$ cat config.mk
export PLATFORM = sky130hd
export DESIGN_NAME = sdram_timing_sched
export DESIGN_NICKNAME = d
export VERILOG_FILES = /design/src/rtl/sdram_sched_pkg.sv /design/src/rtl/sched_bank.sv /design/src/rtl/sched_global.sv /design/src/rtl/sched_refresh_timer.sv /design/src/rtl/sdram_timing_sched.sv
export SDC_FILE = /design/constraint.sdc
export NUM_CORES = 1
export LEC_CHECK = 0
export BUFFER_PORTS_ARGS = -buffer_cell sky130_fd_sc_hd__buf_4
export CAP_MARGIN = 20
export CORE_ASPECT_RATIO = 1.2
export CORE_MARGIN = 5
export CORE_UTILIZATION = 35
export CTS_BUF_LIST = sky130_fd_sc_hd__clkbuf_8
export DETAILED_ROUTE_END_ITERATION = 12
export GPL_ROUTABILITY_DRIVEN = 0
export PLACE_DENSITY_LB_ADDON = 0.15
export SETUP_SLACK_MARGIN = 0.15
export SLEW_MARGIN = 10
export SYNTH_ARGS = -nofsm -noshare
export SYNTH_HDL_FRONTEND = slang
export SYNTH_HIERARCHICAL = 1
export SYNTH_SLANG_ARGS = --single-unit
export TNS_END_PERCENT = 10
$ cat constraint.sdc
create_clock -name clk -period 1.7 [get_ports clk]
set_input_delay 0.255 -clock clk [delete_from_list [all_inputs] [get_ports clk]]
set_output_delay 0.255 -clock clk [all_outputs]
set_load 0.01 [all_outputs]
$ cat src/rtl/sdram_sched_pkg.sv
package sdram_sched_pkg;

    typedef enum logic {
        BANK_IDLE,
        BANK_OPEN
    } bank_state_e;

    typedef enum logic [1:0] {
        GL_RUN,
        GL_REFRESH,
        GL_MODESET
    } glob_state_e;

    typedef enum logic {
        REQ_CLEAR,
        REQ_PENDING
    } req_state_e;

    function automatic int ps_to_cyc(input int t_ps, input int clk_ps);
        return (t_ps + clk_ps - 1) / clk_ps;
    endfunction

    function automatic int max2(input int a, input int b);
        return (a > b) ? a : b;
    endfunction

endpackage

$ cat src/rtl/sched_bank.sv
module sched_bank
    import sdram_sched_pkg::*;
#(
    parameter int CW    = 4,
    parameter int T_RCD = 3,
    parameter int T_RAS = 6,
    parameter int T_RP  = 3,
    parameter int T_RC  = 9,
    parameter int T_WR  = 2
) (
    input  logic clk,
    input  logic rst_n,
    input  logic act_hit,
    input  logic rw_hit,
    input  logic wr_hit,
    input  logic pre_hit,
    output logic is_open,
    output logic rp_clear,
    output logic act_ok,
    output logic rw_ok,
    output logic pre_ok
);
    localparam logic [CW-1:0] L_RCD = CW'(T_RCD - 1);
    localparam logic [CW-1:0] L_RAS = CW'(T_RAS - 1);
    localparam logic [CW-1:0] L_RP  = CW'(T_RP - 1);
    localparam logic [CW-1:0] L_RC  = CW'(T_RC - 1);
    localparam logic [CW-1:0] L_WR  = CW'(T_WR - 1);

    bank_state_e state, nstate;
    logic [CW-1:0] rcd_c, ras_c, rp_c, rc_c, wr_c;

    always_ff @(posedge clk) begin
        if (!rst_n) state <= BANK_IDLE;
        else        state <= nstate;
    end

    always_comb begin
        nstate = state;
        unique case (state)
            BANK_IDLE: if (act_hit) nstate = BANK_OPEN;
            BANK_OPEN: if (pre_hit) nstate = BANK_IDLE;
            default:   nstate = BANK_IDLE;
        endcase
    end

    always_ff @(posedge clk) begin
        if (!rst_n) begin
            rcd_c <= '0;
            ras_c <= '0;
            rp_c  <= '0;
            rc_c  <= '0;
            wr_c  <= '0;
        end else begin
            rcd_c <= act_hit ? L_RCD : ((rcd_c != '0) ? rcd_c - 1'b1 : rcd_c);
            ras_c <= act_hit ? L_RAS : ((ras_c != '0) ? ras_c - 1'b1 : ras_c);
            rc_c  <= act_hit ? L_RC  : ((rc_c  != '0) ? rc_c  - 1'b1 : rc_c);
            rp_c  <= pre_hit ? L_RP  : ((rp_c  != '0) ? rp_c  - 1'b1 : rp_c);
            wr_c  <= wr_hit  ? L_WR  : ((wr_c  != '0) ? wr_c  - 1'b1 : wr_c);
        end
    end

    always_comb begin
        act_ok = 1'b0;
        rw_ok  = 1'b0;
        pre_ok = 1'b0;
        unique case (state)
            BANK_IDLE: act_ok = (rp_c == '0) && (rc_c == '0);
            BANK_OPEN: begin
                rw_ok  = (rcd_c == '0);
                pre_ok = (ras_c == '0) && (wr_c == '0);
            end
            default: act_ok = 1'b0;
        endcase
    end

    assign is_open  = (state == BANK_OPEN);
    assign rp_clear = (rp_c == '0);

    AST_RCD_HOLD: assert property (@(posedge clk) disable iff (!rst_n)
        (act_hit && (T_RCD > 1)) |=> !rw_ok);
    AST_RAS_HOLD: assert property (@(posedge clk) disable iff (!rst_n)
        (act_hit && (T_RAS > 1)) |=> !pre_ok);
    AST_RP_HOLD: assert property (@(posedge clk) disable iff (!rst_n)
        (pre_hit && (T_RP > 1)) |=> !act_ok);
    AST_WR_HOLD: assert property (@(posedge clk) disable iff (!rst_n)
        (wr_hit && (T_WR > 1)) |=> !pre_ok);
    AST_OPEN_NO_ACT: assert property (@(posedge clk) disable iff (!rst_n)
        act_hit |=> (is_open && !act_ok));
    AST_ACT_LEGAL: assert property (@(posedge clk) disable iff (!rst_n)
        act_hit |-> act_ok);
    AST_RW_LEGAL: assert property (@(posedge clk) disable iff (!rst_n)
        rw_hit |-> rw_ok);

endmodule

$ cat src/rtl/sched_global.sv
module sched_global
    import sdram_sched_pkg::*;
#(
    parameter int CW    = 4,
    parameter int T_RRD = 2,
    parameter int T_RFC = 10,
    parameter int T_MRD = 2
) (
    input  logic clk,
    input  logic rst_n,
    input  logic any_act,
    input  logic ref_hit,
    input  logic mrs_hit,
    output logic busy,
    output logic rrd_clear
);
    localparam logic [CW-1:0] L_RRD = CW'(T_RRD - 1);
    localparam logic [CW-1:0] L_RFC = CW'(T_RFC - 1);
    localparam logic [CW-1:0] L_MRD = CW'(T_MRD - 1);

    glob_state_e state, nstate;
    logic [CW-1:0] lock_c, rrd_c;

    always_ff @(posedge clk) begin
        if (!rst_n) state <= GL_RUN;
        else        state <= nstate;
    end

    always_comb begin
        nstate = state;
        unique case (state)
            GL_RUN: begin
                if (ref_hit)      nstate = GL_REFRESH;
                else if (mrs_hit) nstate = GL_MODESET;
            end
            GL_REFRESH: if (lock_c <= CW'(1)) nstate = GL_RUN;
            GL_MODESET: if (lock_c <= CW'(1)) nstate = GL_RUN;
            default:    nstate = GL_RUN;
        endcase
    end

    always_ff @(posedge clk) begin
        if (!rst_n) begin
            lock_c <= '0;
            rrd_c  <= '0;
        end else begin
            if (ref_hit)            lock_c <= L_RFC;
            else if (mrs_hit)       lock_c <= L_MRD;
            else if (lock_c != '0)  lock_c <= lock_c - 1'b1;
            rrd_c <= any_act ? L_RRD : ((rrd_c != '0) ? rrd_c - 1'b1 : rrd_c);
        end
    end

    always_comb begin
        unique case (state)
            GL_RUN:     busy = 1'b0;
            GL_REFRESH: busy = 1'b1;
            GL_MODESET: busy = 1'b1;
            default:    busy = 1'b1;
        endcase
    end

    assign rrd_clear = (rrd_c == '0);

    AST_REF_LOCK: assert property (@(posedge clk) disable iff (!rst_n)
        (ref_hit && (T_RFC > 1)) |=> busy);
    AST_MRS_LOCK: assert property (@(posedge clk) disable iff (!rst_n)
        (mrs_hit && (T_MRD > 1)) |=> busy);
    AST_BUSY_QUIET: assert property (@(posedge clk) disable iff (!rst_n)
        busy |-> !(any_act || ref_hit || mrs_hit));
    AST_RRD_GAP: assert property (@(posedge clk) disable iff (!rst_n)
        (any_act && (T_RRD > 1)) |=> !rrd_clear);

endmodule

$ cat src/rtl/sched_refresh_timer.sv
module sched_refresh_timer
    import sdram_sched_pkg::*;
#(
    parameter int REFI = 2083,
    parameter int TW   = 12
) (
    input  logic clk,
    input  logic rst_n,
    input  logic ref_hit,
    output logic due
);
    localparam logic [TW-1:0] L_REFI = TW'(REFI - 1);

    req_state_e state, nstate;
    logic [TW-1:0] tmr;
    logic tick;

    always_ff @(posedge clk) begin
        if (!rst_n)          tmr <= L_REFI;
        else if (tmr == '0)  tmr <= L_REFI;
        else                 tmr <= tmr - 1'b1;
    end

    assign tick = (tmr == '0);

    always_ff @(posedge clk) begin
        if (!rst_n) state <= REQ_CLEAR;
        else        state <= nstate;
    end

    always_comb begin
        nstate = state;
        unique case (state)
            REQ_CLEAR:   if (tick) nstate = REQ_PENDING;
            REQ_PENDING: if (ref_hit && !tick) nstate = REQ_CLEAR;
            default:     nstate = REQ_CLEAR;
        endcase
    end

    always_comb begin
        unique case (state)
            REQ_CLEAR:   due = 1'b0;
            REQ_PENDING: due = 1'b1;
            default:     due = 1'b0;
        endcase
    end

    AST_REQ_HOLD: assert property (@(posedge clk) disable iff (!rst_n)
        (due && !ref_hit) |=> due);
    AST_REQ_DROP: assert property (@(posedge clk) disable iff (!rst_n)
        (due && ref_hit && !tick) |=> !due);
    AST_REQ_RISE: assert property (@(posedge clk) disable iff (!rst_n)
        tick |=> due);

endmodule

$ cat src/rtl/sdram_timing_sched.sv
module sdram_timing_sched
    import sdram_sched_pkg::*;
#(
    parameter int NUM_BANKS = 4,
    parameter int CLK_PS    = 7500,
    parameter int RCD_PS    = 20000,
    parameter int RAS_PS    = 45000,
    parameter int RP_PS     = 20000,
    parameter int RC_PS     = 67500,
    parameter int RRD_PS    = 15000,
    parameter int WR_PS     = 15000,
    parameter int MRD_PS    = 15000,
    parameter int RFC_PS    = 75000,
    parameter int REFI_PS   = 15625000,
    localparam int BANK_W   = $clog2(NUM_BANKS)
) (
    input  logic                 clk,
    input  logic                 rst_n,
    input  logic                 cmd_act,
    input  logic                 cmd_rd,
    input  logic                 cmd_wr,
    input  logic                 cmd_pre,
    input  logic                 cmd_ref,
    input  logic                 cmd_mrs,
    input  logic [BANK_W-1:0]    cmd_bank,
    output logic [NUM_BANKS-1:0] act_ok,
    output logic [NUM_BANKS-1:0] rw_ok,
    output logic [NUM_BANKS-1:0] pre_ok,
    output logic                 ref_ok,
    output logic                 mrs_ok,
    output logic                 refresh_due
);
    localparam int T_RCD    = ps_to_cyc(RCD_PS, CLK_PS);
    localparam int T_RAS    = ps_to_cyc(RAS_PS, CLK_PS);
    localparam int T_RP     = ps_to_cyc(RP_PS, CLK_PS);
    localparam int T_RC     = ps_to_cyc(RC_PS, CLK_PS);
    localparam int T_RRD    = ps_to_cyc(RRD_PS, CLK_PS);
    localparam int T_WR     = ps_to_cyc(WR_PS, CLK_PS);
    localparam int T_MRD    = ps_to_cyc(MRD_PS, CLK_PS);
    localparam int T_RFC    = ps_to_cyc(RFC_PS, CLK_PS);
    localparam int REFI_CYC = REFI_PS / CLK_PS;
    localparam int BANK_MAX = max2(max2(max2(T_RCD, T_RAS), max2(T_RP, T_RC)), T_WR);
    localparam int BANK_CW  = $clog2(BANK_MAX + 1);
    localparam int GLOB_CW  = $clog2(max2(max2(T_RFC, T_MRD), T_RRD) + 1);
    localparam int REF_TW   = $clog2(REFI_CYC + 1);

    logic [NUM_BANKS-1:0] b_open, b_rp_clear, b_act_ok, b_rw_ok, b_pre_ok;
    logic busy, rrd_clear, all_quiet;

    for (genvar i = 0; i < NUM_BANKS; i++) begin : g_bank
        logic sel;
        assign sel = (cmd_bank == BANK_W'(i));

        sched_bank #(
            .CW    (BANK_CW),
            .T_RCD (T_RCD),
            .T_RAS (T_RAS),
            .T_RP  (T_RP),
            .T_RC  (T_RC),
            .T_WR  (T_WR)
        ) u_bank (
            .clk      (clk),
            .rst_n    (rst_n),
            .act_hit  (cmd_act && sel),
            .rw_hit   ((cmd_rd || cmd_wr) && sel),
            .wr_hit   (cmd_wr && sel),
            .pre_hit  (cmd_pre && sel),
            .is_open  (b_open[i]),
            .rp_clear (b_rp_clear[i]),
            .act_ok   (b_act_ok[i]),
            .rw_ok    (b_rw_ok[i]),
            .pre_ok   (b_pre_ok[i])
        );

        assign act_ok[i] = b_act_ok[i] && rrd_clear && !busy;
        assign rw_ok[i]  = b_rw_ok[i]  && !busy;
        assign pre_ok[i] = b_pre_ok[i] && !busy;
    end

    sched_global #(
        .CW    (GLOB_CW),
        .T_RRD (T_RRD),
        .T_RFC (T_RFC),
        .T_MRD (T_MRD)
    ) u_global (
        .clk       (clk),
        .rst_n     (rst_n),
        .any_act   (cmd_act),
        .ref_hit   (cmd_ref),
        .mrs_hit   (cmd_mrs),
        .busy      (busy),
        .rrd_clear (rrd_clear)
    );

    sched_refresh_timer #(
        .REFI (REFI_CYC),
        .TW   (REF_TW)
    ) u_refresh (
        .clk     (clk),
        .rst_n   (rst_n),
        .ref_hit (cmd_ref),
        .due     (refresh_due)
    );

    assign all_quiet = (b_open == '0) && (&b_rp_clear) && !busy;
    assign ref_ok    = all_quiet;
    assign mrs_ok    = all_quiet;

    AST_ONE_CMD: assert property (@(posedge clk) disable iff (!rst_n)
        $onehot0({cmd_act, cmd_rd, cmd_wr, cmd_pre, cmd_ref, cmd_mrs}));
    AST_REF_LEGAL: assert property (@(posedge clk) disable iff (!rst_n)
        cmd_ref |-> (b_open == '0));
    AST_MRS_LEGAL: assert property (@(posedge clk) disable iff (!rst_n)
        cmd_mrs |-> (b_open == '0));
    AST_ACT_SPREAD: assert property (@(posedge clk) disable iff (!rst_n)
        (cmd_act && (T_RRD > 1)) |=> (act_ok == '0));

endmodule

Word level (Yosys, flattened, before mapping) --
Index checks and enable logic that the tools add are counted.
Word-level totals: register bits after elaboration 107, input port bits 10, logic and storage cells 292, output and inout port bits 15
Operators by class: mux-type cells 77, eq/ne operators 7, add/subtract/negate cells 23, $lt $le $gt $ge 1, bitwise operators 6, reductions and logical operators 127
Operators with widths (count):
- 4-bit logical NOT | 22
- 4-bit nonzero test | 22
- 4-bit by 1-bit subtractor with 4-bit output (second input constant) | 22
- 4-bit two-way mux | 11
- 2-bit nonzero test | 21
- 1-bit logical AND | 39
- 2-bit two-way mux | 19
- 1-bit two-way mux | 32
- 2-bit OR reduction | 15
- 3-bit two-way mux | 8
- 12-bit logical NOT | 1
- 1-bit case mux with 2 select lines | 6
- 12-bit by 1-bit subtractor with 12-bit output (second input constant) | 1
- 2-bit equality test (second input constant) | 3
- 1-bit NOT | 6
- 2-bit by 1-bit equality test with 1-bit output (second input constant) | 2
- 4-bit by 1-bit less-or-equal comparator with 1-bit output (second input constant) | 1
- 2-bit logical NOT | 2
- 2-bit case mux with 2 select lines | 1
- 4-bit AND reduction | 1
- 3-bit inequality test (second input constant) | 1
- 3-bit nonzero test | 1
- 3-bit OR reduction | 1
- 2-bit by 1-bit inequality test with 1-bit output (second input constant) | 1
- 2 further kinds | 2

Longest topological paths before layout --
depth in word-level cells 5, depth in mapped cells 6, mapped depth without buffers 6

Modules after synthesis --
The synthesis kept the hierarchy.
By module, submodules not included:
- sched_bank | instances 4, cells each 101, sequential area each 420.4 um2, area an instance 919.6 um2
- sched_refresh_timer | instances 1, cells each 69, sequential area each 260.2 um2, area an instance 659.4 um2
- sched_global | instances 1, cells each 64, sequential area each 200.2 um2, area an instance 545.5 um2
- sdram_timing_sched | instances 1, cells each 38, sequential area each 0.0 um2, area an instance 256.5 um2

Worst setup path after synthesis --
No wires, ideal clock.
path kind reg2reg, start point reg u_refresh.tmr[0], end point reg u_refresh.tmr[6], setup slack -0.025 ns, stages on the path, launching flop included 7, library setup time 0.070 ns, data required time 1.630 ns, clock period less this slack 1.725 ns, arrival 1.655 ns, path buffers 1, cells stage by stage dfxtp_1 > inv_1 > ha_1 > or3b_2 > clkbuf_1 > or4_1 > a21oi_1
Between the ends: word-level cells in the longest chain between the ends 2, elaborated cells on any way between the ends 3, classes of those cells 1 x add/sub; 2 x reduce/logical
Ends and longest elaborated chain:
- start: declaration | line sched_refresh_timer.sv:15 | logic [TW-1:0] tmr;
- start signal: assignment | line sched_refresh_timer.sv:21 | else tmr <= tmr - 1'b1;
- branches (longest 2 deep; another with 12-bit by 1-bit subtractor with 12-bit output)
Several ways; the timed one is not identified. A chain may end at the register's enable or synchronous reset.

Final worst setup path --
start point reg u_global.state[0], end point out mrs_ok
Between the ends: word-level cells in the longest chain between the ends 2
Ends and longest elaborated chain:
- start: declaration | line sched_global.sv:21 | glob_state_e state, nstate;
- start signal: assignment | line sched_global.sv:26 | else state <= nstate;
- 2-bit logical NOT | line sched_global.sv:55 | unique case (state)
- 1-bit logical AND | line sdram_timing_sched.sv:105 | assign all_quiet = (b_open == '0) && (&b_rp_clear) && !busy;
- end: declaration | line sdram_timing_sched.sv:30 | output logic mrs_ok,
Every way passes these cells.

==> metrics list <==
- Portion of total power attributed to the clock network: 0.165
- Gate count of the mapped netlist: around 570
- The region available for standard cell placement spans 14400 sq um.
- Share of power burned in registers: 0.366
* Clock Skew: 8.46 ps
- In this run the power density over the cells is 1510 nW/um^2.
- Before antenna repair, the detailed router went through 4 iterations.
* DRT Wirelength: 10800 um
- The final count of pins violating max slew is 0.
- CTS buffer count: 9
- The tool flagged a number of max-cap violations equal to 0.
* Area Overhead vs Synth: 23.6%
- The worst hold path begins at cmd_ref.
- Status: complete, but fails checks
- Setup repair after global routing could not meet its margin everywhere.
* Slew at the pin closest to its max-slew limit: between 400 and 500 ps
- Maximum clock path buffer count: 2
- The worst register-to-register path begins at u_refresh/tmr[1].
- 25 I/O pins were placed.
* Type of the worst setup path: register to output port
- Root Driver: clkbuf_8
* Fraction of layout instances using a drive strength above 1: 0.298
- Post-synth net total: 607
- The average instance in the mapped netlist occupies 8.98 sq um.
* Hold Crit Class: input pin to register
- Overall power consumption after layout is estimated at 9.56 mW.
* Critical-path maximum fanout: 3
- The worst pin sits at a relative slew slack of 0.684.
- Portion of the clock cycle consumed by the worst path in the final layout: 1.18
- Minimum period implied by the final worst setup slack: 2010 ps
- Endpoints failing hold: 0
* Mapped Area: a little over 5000 sq um
- Antenna violations before repair: 1
* Crit path launch: u_global/state[0]
- Final worst setup slack: -311 ps
- Clock latency on the worst-skew pair, taken at its later pin, is around 370 ps.
- TritonCTS Sinks: 107
- The via count of the first global-routing pass came to 3909.
- The initial utilization of the core area, before any placement, comes to 0.356.
- The worst setup path is captured at an output port.
* Die Y: approximately 140 um
* I/O Buffers: 23
- DRC viols: 0
* Violations in the final reports: negative setup slack
- In the routed layout, each cell is associated on average with a via count of approximately 5.0.
- ANT nets after route: 0
- STA classifies the critical path startpoint as a register.
* Violation count after the first detailed-route iteration: roughly 200
- The Yosys step of the flow raised 6 warnings.
- The die is ~120 um wide.
- Fill cells: 1375
* Post-layout net count: 678
* Required time at the worst-slack endpoint: ~1400 ps
* Internal power contribution: approximately 6.3 mW
- Peak supply drop: 0.418 mV
- For this run the aggregate overflow at the end of global routing stands at 0.
* Gr usage total: 0.127
* Critical Path AT: between 1500 and 2000 ps
* Post-route cell area: roughly 6300 sq um
- The die covers 17100 sq um.
* Routed wire length per instance: about 13 um
- Static timing analysis puts the maximum clock frequency at 0.497 GHz.
* Clock tree from TritonCTS: built
- For this design the static power due to leakage is around 2.5 nW.
- Row generation in the floorplan step produced 48 rows.
* ANT cells: 0
* Fraction of power consumed by combinational cells: 0.469
* Wire length of the first global-routing pass: ~18000 um
- Post-place instance area: a little under 6000 sq um
- Summing over every cut layer, the via total after detailed routing is 4084.
- Of the total power, the share spent switching nets is 0.340.
- Htree depth: 3
- Entering global routing, the biggest net connects 31 pins.
- The wire-length estimate of the detail-placed layout is around 8000 um.
* Reported net switching power: roughly 3.3 mW
- Final setup fails: 13
- After clock tree synthesis, the clock-pin slew on the worst setup and hold paths is 100 ps.
[layout make-up]
| type | count | area, sq um | area share |
|---|---|---|---|
| tap | 175 | 219 | 0.0346 |
| inverter | 42 | 160 | 0.0253 |
| sequential | 107 | 2170 | 0.344 |
| multi-input combinational | 410 | 3010 | 0.476 |
| clock buffer | 10 | 138 | 0.0218 |
| timing repair buffer | 70 | 567 | 0.0897 |
| clock inverter | 6 | 56.3 | 0.00891 |
[layer usage]
metal / global-route usage / share of wire / wire length, um / vias to the layer above
met4: 0.0555 / 0.017 / 182 / 0
met1: 0.154 / 0.46 / 5010 / 1925
li1: - / - / - / 2110
met2: 0.221 / 0.49 / 5330 / 37
met3: 0.0239 / 0.026 / 286 / 12
met5: 0 / 0 / 0 / -
[path summary, 6_finish.rpt]
| path | slack, ps | endpoint | cells past startpoint |
|---|---|---|---|
| worst max register to register | 30 | u_refresh/tmr[6] | 5 |
| worst min register to register | 470 | g_bank[0].u_bank/rcd_c[0] | 1 |
| worst min-delay path | 130 | u_global/lock_c[3] | 2 |
| worst max-delay path | -310 | mrs_ok | 6 |
[state kept, by name, summed over array words and instances (netlist names)]
register	count
g_bank.u_bank/rc_c	16
g_bank.u_bank/rcd_c	16
u_refresh/state	1
g_bank.u_bank/rp_c	16
u_global/state	2
u_global/lock_c	4
g_bank.u_bank/wr_c	16
g_bank.u_bank/ras_c	16
u_refresh/tmr	12
g_bank.u_bank/is_open	4
u_global/rrd_c	4
[cell usage in the layout, fill, tap and decap left out, types with 4 or more instances in the layout]
cell	n
o21a_1	6
nor3b_2	7
nor3b_1	9
nor2_1	65
nand2_1	24
or3b_4	9
and3b_1	4
inv_1	22
o31ai_1	4
nor2b_1	7
and2_1	10
a21oi_1	47
dfxtp_1	82
o21ai_0	18
ha_4	7
ha_1	19
buf_6	9
clkbuf_8	10
mux2_2	4
dfxtp_2	25
nand3b_1	8
and2b_2	9
xnor2_1	25
nand2b_1	16
a211oi_1	13
nor3_1	37
mux2i_1	10
nand4_1	5
inv_2	20
buf_4	60
[critical path, stage by stage, from the launching register on]
cell and delay [ps]:
dfxtp_2 340, inv_2 70, ha_4 150, inv_4 40, or3_4 350, nor4_4 270
buf_4 180
[through the flow]
step	setup WS, ps	TNS (ps)	util	hold WS (ps)	cells
4_1_cts	-387	-3630	0.425	112	814
3_5_place_dp	8.09	0	0.402	470	796
5_1_grt	-383	-4020	0.440	117	820
2_1_floorplan	66.0	0	-	372	569
3_3_place_gp	0.620	0	0.402	460	796
6_report	-311	-2800	0.440	132	820
[power groups by stage]
| stage | Sequential [mW] | Combinational [mW] | Clock [mW] |
|---|---|---|---|
| finish | 3.50 | 4.48 | 1.58 |
| global route | 3.57 | 5.01 | 1.73 |
| CTS | 3.47 | 4.12 | 1.65 |
| detailed placement | 3.48 | 3.93 | 0 |
| global placement | 3.46 | 3.81 | 0 |
| floorplan | 3.41 | 2.89 | 0 |
[timing repair]
item,in CTS,in global routing
setup endpoints to repair,26,28
hold buffers,0,0
gates resized for setup,49,47
gates cloned,0,0
pin swaps,14,17
buffers inserted,2,6
Note: power is estimated with default switching activity, not from simulation.
